### config.mk
export PLATFORM = sky130hd
export DESIGN_NAME = simd_mask_ctrl
export DESIGN_NICKNAME = d
export VERILOG_FILES = /design/src/rtl/simd_mask_pkg.sv /design/src/rtl/simd_mask_stack.sv /design/src/rtl/simd_mask_eval.sv /design/src/rtl/simd_mask_ctrl.sv
export SDC_FILE = /design/constraint.sdc
export NUM_CORES = 2
export LEC_CHECK = 0
export ABC_AREA = 1
export BUFFER_PORTS_ARGS = -buffer_cell sky130_fd_sc_hd__clkbuf_2
export CAP_MARGIN = 20
export CORE_MARGIN = 2
export CORE_UTILIZATION = 45
export DETAILED_ROUTE_END_ITERATION = 8
export GPL_TIMING_DRIVEN = 0
export HOLD_SLACK_MARGIN = 0.03
export PLACE_DENSITY = 0.62
export SLEW_MARGIN = 10
export SYNTH_ARGS = -nofsm -noshare
export SYNTH_HDL_FRONTEND = slang
export SYNTH_HIERARCHICAL = 1
export SYNTH_SLANG_ARGS = --single-unit
### constraint.sdc
create_clock -name clk -period 24.7 [get_ports clk]
set_clock_uncertainty 0.1 [all_clocks]
set_input_delay 1.235 -clock clk [delete_from_list [all_inputs] [get_ports clk]]
set_output_delay 1.235 -clock clk [all_outputs]
set_load 0.02 [all_outputs]
### src/rtl/simd_mask_pkg.sv
package simd_mask_pkg;
    typedef enum logic [2:0] {
        EV_NOP    = 3'd0,
        EV_IF     = 3'd1,
        EV_ELSE   = 3'd2,
        EV_ENDIF  = 3'd3,
        EV_LBEGIN = 3'd4,
        EV_LTEST  = 3'd5,
        EV_LEND   = 3'd6,
        EV_RSVD   = 3'd7
    } mask_ev_e;
endpackage

### src/rtl/simd_mask_stack.sv
module simd_mask_stack #(
    parameter int LANES = 64,
    parameter int DEPTH = 8
) (
    input  logic             clk,
    input  logic             rst_n,
    input  logic             push,
    input  logic             pop,
    input  logic [LANES-1:0] push_parent,
    input  logic [LANES-1:0] push_taken,
    output logic [LANES-1:0] top_parent,
    output logic [LANES-1:0] top_taken,
    output logic             empty,
    output logic             full
);
    localparam int LW = $clog2(DEPTH + 1);

    logic [LW-1:0]    lvl_d, lvl_q;
    logic [LANES-1:0] par_q [DEPTH];
    logic [LANES-1:0] tak_q [DEPTH];

    assign empty = (lvl_q == '0);
    assign full  = (lvl_q == LW'(DEPTH));

    always_comb begin
        lvl_d = lvl_q;
        if (push && !full)
            lvl_d = lvl_q + LW'(1);
        else if (pop && !empty)
            lvl_d = lvl_q - LW'(1);
    end

    always_comb begin
        top_parent = '0;
        top_taken  = '0;
        for (int i = 0; i < DEPTH; i++) begin
            if (lvl_q == LW'(i + 1)) begin
                top_parent = par_q[i];
                top_taken  = tak_q[i];
            end
        end
    end

    always_ff @(posedge clk) begin
        if (!rst_n) lvl_q <= '0;
        else        lvl_q <= lvl_d;
    end

    for (genvar g = 0; g < DEPTH; g++) begin : g_entry
        always_ff @(posedge clk) begin
            if (!rst_n) begin
                par_q[g] <= '0;
                tak_q[g] <= '0;
            end else if (push && !full && lvl_q == LW'(g)) begin
                par_q[g] <= push_parent;
                tak_q[g] <= push_taken;
            end
        end
    end

    a_r8_no_push_when_full: assert property (@(posedge clk) disable iff (!rst_n)
        full |-> !push);
    a_r9_no_pop_when_empty: assert property (@(posedge clk) disable iff (!rst_n)
        empty |-> !pop);
endmodule

### src/rtl/simd_mask_eval.sv
module simd_mask_eval
    import simd_mask_pkg::*;
#(
    parameter int LANES = 64
) (
    input  logic             ev_valid,
    input  logic [2:0]       ev_op,
    input  logic [LANES-1:0] ev_cond,
    input  logic [LANES-1:0] cur_mask,
    input  logic [LANES-1:0] top_parent,
    input  logic [LANES-1:0] top_taken,
    input  logic             empty,
    input  logic             full,
    output logic             accept,
    output logic             fault,
    output logic             push,
    output logic             pop,
    output logic [LANES-1:0] new_mask
);
    mask_ev_e op;
    assign op = mask_ev_e'(ev_op);

    always_comb begin
        accept   = 1'b0;
        fault    = 1'b0;
        push     = 1'b0;
        pop      = 1'b0;
        new_mask = cur_mask;
        if (ev_valid) begin
            unique case (op)
                EV_IF: begin
                    if (full) fault = 1'b1;
                    else begin
                        accept   = 1'b1;
                        push     = 1'b1;
                        new_mask = cur_mask & ev_cond;
                    end
                end
                EV_ELSE: begin
                    if (empty) fault = 1'b1;
                    else begin
                        accept   = 1'b1;
                        new_mask = top_parent & ~top_taken;
                    end
                end
                EV_ENDIF, EV_LEND: begin
                    if (empty) fault = 1'b1;
                    else begin
                        accept   = 1'b1;
                        pop      = 1'b1;
                        new_mask = top_parent;
                    end
                end
                EV_LBEGIN: begin
                    if (full) fault = 1'b1;
                    else begin
                        accept = 1'b1;
                        push   = 1'b1;
                    end
                end
                EV_LTEST: begin
                    accept   = 1'b1;
                    new_mask = cur_mask & ev_cond;
                end
                default: ;
            endcase
        end
    end
endmodule

### src/rtl/simd_mask_ctrl.sv
module simd_mask_ctrl
    import simd_mask_pkg::*;
#(
    parameter int LANES = 64,
    parameter int DEPTH = 8
) (
    input  logic             clk,
    input  logic             rst_n,
    input  logic             ev_valid,
    input  logic [2:0]       ev_op,
    input  logic [LANES-1:0] ev_cond,
    output logic [LANES-1:0] active_mask,
    output logic             skip,
    output logic             err
);
    typedef struct packed {
        logic [LANES-1:0] mask;
        logic             skip;
        logic             err;
    } ctl_s;

    ctl_s ctl_d, ctl_q;

    logic [LANES-1:0] top_parent, top_taken, new_mask;
    logic             empty, full, accept, fault, push, pop;

    simd_mask_eval #(.LANES(LANES)) u_eval (
        .ev_valid  (ev_valid),
        .ev_op     (ev_op),
        .ev_cond   (ev_cond),
        .cur_mask  (ctl_q.mask),
        .top_parent(top_parent),
        .top_taken (top_taken),
        .empty     (empty),
        .full      (full),
        .accept    (accept),
        .fault     (fault),
        .push      (push),
        .pop       (pop),
        .new_mask  (new_mask)
    );

    simd_mask_stack #(.LANES(LANES), .DEPTH(DEPTH)) u_stack (
        .clk        (clk),
        .rst_n      (rst_n),
        .push       (push),
        .pop        (pop),
        .push_parent(ctl_q.mask),
        .push_taken (new_mask),
        .top_parent (top_parent),
        .top_taken  (top_taken),
        .empty      (empty),
        .full       (full)
    );

    always_comb begin
        ctl_d = ctl_q;
        if (accept) begin
            ctl_d.mask = new_mask;
            ctl_d.skip = ~|new_mask;
        end
        if (fault)
            ctl_d.err = 1'b1;
    end

    always_ff @(posedge clk) begin
        if (!rst_n) begin
            ctl_q.mask <= '1;
            ctl_q.skip <= 1'b0;
            ctl_q.err  <= 1'b0;
        end else begin
            ctl_q <= ctl_d;
        end
    end

    assign active_mask = ctl_q.mask;
    assign skip        = ctl_q.skip;
    assign err         = ctl_q.err;

    a_r2_if_narrows: assert property (@(posedge clk) disable iff (!rst_n)
        (ev_valid && ev_op == EV_IF && !full)
        |=> (active_mask & ~$past(active_mask)) == '0);
    a_r3_else_excludes_taken: assert property (@(posedge clk) disable iff (!rst_n)
        (ev_valid && ev_op == EV_ELSE && !empty)
        |=> (active_mask & $past(top_taken)) == '0);
    a_r4_endif_restores: assert property (@(posedge clk) disable iff (!rst_n)
        (ev_valid && ev_op == EV_ENDIF && !empty)
        |=> active_mask == $past(top_parent));
    a_r9_err_sticky: assert property (@(posedge clk) disable iff (!rst_n)
        err |=> err);
    a_r10_idle_holds: assert property (@(posedge clk) disable iff (!rst_n)
        !ev_valid |=> ($stable(active_mask) && $stable(skip)));
endmodule

==> impl_metrics.ini <==
[outcome]
status = complete, no violations

[placed_design]
numPortBuffers = 135
place_congestion = 0.948
dp_hpwl_mm = 137
dp.cells = 8183

[finish]
syn2layout_area_growth_pct = 14.6
final_layout_size_suffix_gt1_share_pct = 11.5
final_nets = 6760
finalNonFillerCells = 8416
fill_cells = 11100

[job]
maxCapViolations = 0

[setup_path]
critical_path.top_delay_family = simple AND/OR/NAND/NOR gates
required_ns = 25.24
reg2reg_depth = 25
crit_path_max_incr_delay_ns = 0.72
cp.depth = 25
critPathMaxFanout = 11
cp_common_cell = nand2_1
cp-start-kind = register
worstPathArrival_ns = 5.10
cp-end-kind = register
crit_slowest_cell = buf_2
critPathKind = reg -> reg
path_buf_inv = 4

[grt]
grt_pass1_vias = 41600
grt_overflow = 0
grt_pass1_wl_mm = 274
grt_usage_pct = 30.6
antenna_found_initial = 15
grt_max_degree = 44

[route]
routed_via_density = 5.40
first_pass_iters = 8
vias = 45500
drt-total-wl_mm = 191
ant_nets = 0
drt-initial-drc-count = 6176
remaining_drc_errors = 0
routedWlPerCell_um = 22.7

[floorplanning]
rows = 127
die_h_um = 351
fp.dieW_um = 351
core_area_um2 = 120000
start_util_pct = 45.2
top_level_ports = 136
dieArea_um2 = 123000

[sta]
final-hold-violation-count = 0
fin_crit_sh_pct = 18.4
tightest_slew_ns = 1.19
setup_viol = 0
maxSlewHeadroom_pct = 20.4
slew_violations = 0
fmax_mhz = 220
rsz0062_at_grt = false
period_minus_slack_ns = 4.55
final.setup.tns_ns = 0

[yosys]
yosys.cell_count.top_type = nand2_1
synthCells = 6389
synthArstFlopShare_pct = 0
synth_warnings = 6
yosysSeqAreaShare_pct = 59.4
synthesis.area_um2 = 54100
yosys.area.top_type_share_pct = 56.8
ys.flop_type = edfxtp_1
syn-num-nets = 6463
synth_edf_count = 1024
synth.area.top_cells = edfxtp_1 57%, nand2_1 16%, nor2_1 10%
yosysUniqueCellTypes = 30
synthTopCellsByCount = 2309 x nand2_1, 1448 x nor2_1, 1024 x edfxtp_1, 426 x inv_1, 303 x buf_2
synth_area_per_cell_um2 = 8.47
yosys.area.top_type = edfxtp_1
ys_ff_latch = 1094

[clocking]
numCtsBuffers = 113
root_buffer = clkbuf_16
cts_resized = 0
hold_buffers = 0
clk_latency_ns = 0.72
h-tree-depth = 3
clk_pin_slew_worst_paths_ns = 0.06
cts_setup_buffers = 0
clock_sinks = 1094
cts_max_path_buffers = 3
cts_tree = done

[power_and_ir_drop]
vdd_ir_drop_max_v = 0.0000590
p_per_area_nw_per_um2 = 73.4
p_leak_uw = 0.0299

[min_path]
hold_depth = 2
hp-class = reg -> reg
[worst register-to-register path, delay by kind of cell (launching register included)]
kind	cells	cell delay, ns
buf+inv	4	1.46
simple gates	19	2.08
fa+ha+maj	1	0.25
compound gates	1	0.13
flops	1	0.45
[where the power goes]
group / switching (uW) / internal (uW) / total [uW]
Combinational: 426 / 136 / 562
Sequential: 42.0 / 2110 / 2150
Clock: 745 / 1090 / 1840
Total: 1210 / 3340 / 4550
[stage by stage]
| stage | cell area, um2 | power, uW | util, % | hold slack (ns) | worst slack (ns) |
|---|---|---|---|---|---|
| detailed placement | 58000 | 2730 | 48.5 | 0.409 | 19.75 |
| finish | 62000 | 4550 | 51.8 | 0.425 | 20.15 |
| global route | 62000 | 4690 | 51.8 | 0.437 | 19.93 |
| floorplan | 54100 | 2520 | - | 0.386 | 12.75 |
| CTS | 62000 | 4550 | 51.8 | 0.419 | 20.23 |
| global placement | 56800 | 2750 | 47.5 | 0.406 | 3.16 |
[final cells by class]
class,instances,area (um2),area share [%]
antenna,19,47.5,0.0767
buffer,405,1960,3.16
clock buffer,140,3050,4.93
clock inverter,74,915,1.48
inverter,437,1640,2.65
multi-input combinational,4453,18400,29.7
sequential,1094,32200,51.9
tap,1612,2020,3.25
timing repair buffer,182,1780,2.87
[flip-flops by register name, summed over array words and instances, names as in the netlist]
name	cells
err	1
skip	1
u_stack/lvl_q	4
u_stack/tak_q	512
u_stack/par_q	512
active_mask	64
[layer usage]
metal / part of all wire, % / track usage [%] / vias to the layer above
met5: 0.0068 / 0 / -
met4: 4.3 / 13.8 / 2
met3: 12 / 6.54 / 422
met2: 45 / 47.9 / 2493
met1: 39 / 40.8 / 21600
li1: - / - / 20900
[path summary, 6_finish.rpt]
path | startpoint | to | slack (ns)
worst max-delay path | u_stack/lvl_q[0]$_SDFFE_PN0P_ | skip$_SDFFE_PN0P_ | 20.15
worst min-delay path | skip$_SDFFE_PN0P_ | skip$_SDFFE_PN0P_ | 0.43
worst max register to register | u_stack/lvl_q[0]$_SDFFE_PN0P_ | skip$_SDFFE_PN0P_ | 20.15
worst min register to register | skip$_SDFFE_PN0P_ | skip$_SDFFE_PN0P_ | 0.43
[kinds of logic (layout without fill, tap and decap cells)]
| family | after synthesis | in the layout | synth area share (%) |
|---|---|---|---|
| AND/OR/NAND/NOR | 4403 | 4403 | 33.3 |
| AO/OA/AOI/OAI | 45 | 45 | 0.562 |
| XOR/XNOR | 1 | 1 | 0.0162 |
| other | 0 | 19 | 0 |
| buffers and inverters | 842 | 1238 | 6.64 |
| flip-flops | 1094 | 1094 | 59.4 |
| adder cells (fa/ha/maj) | 4 | 4 | 0.0925 |
[layout by cell type, fill, tap and decap left out, drive strengths merged]
cell,instances
nand2,2310
nor2,1451
edfxtp,1024
inv,439
buf,378
clkbuf,349
nand3,256
nand4,130
nand3b,127
or2,127
dfxtp,70
clkinv,45
o211ai,25
bufinv,21
diode,19
o21ai,11
a21oi,7
clkinvlp,6
ha,4
nor4,1
o22ai,1
o221ai,1
xnor2,1
nor3,1
No activity file was read; power rests on OpenSTA's default activity.
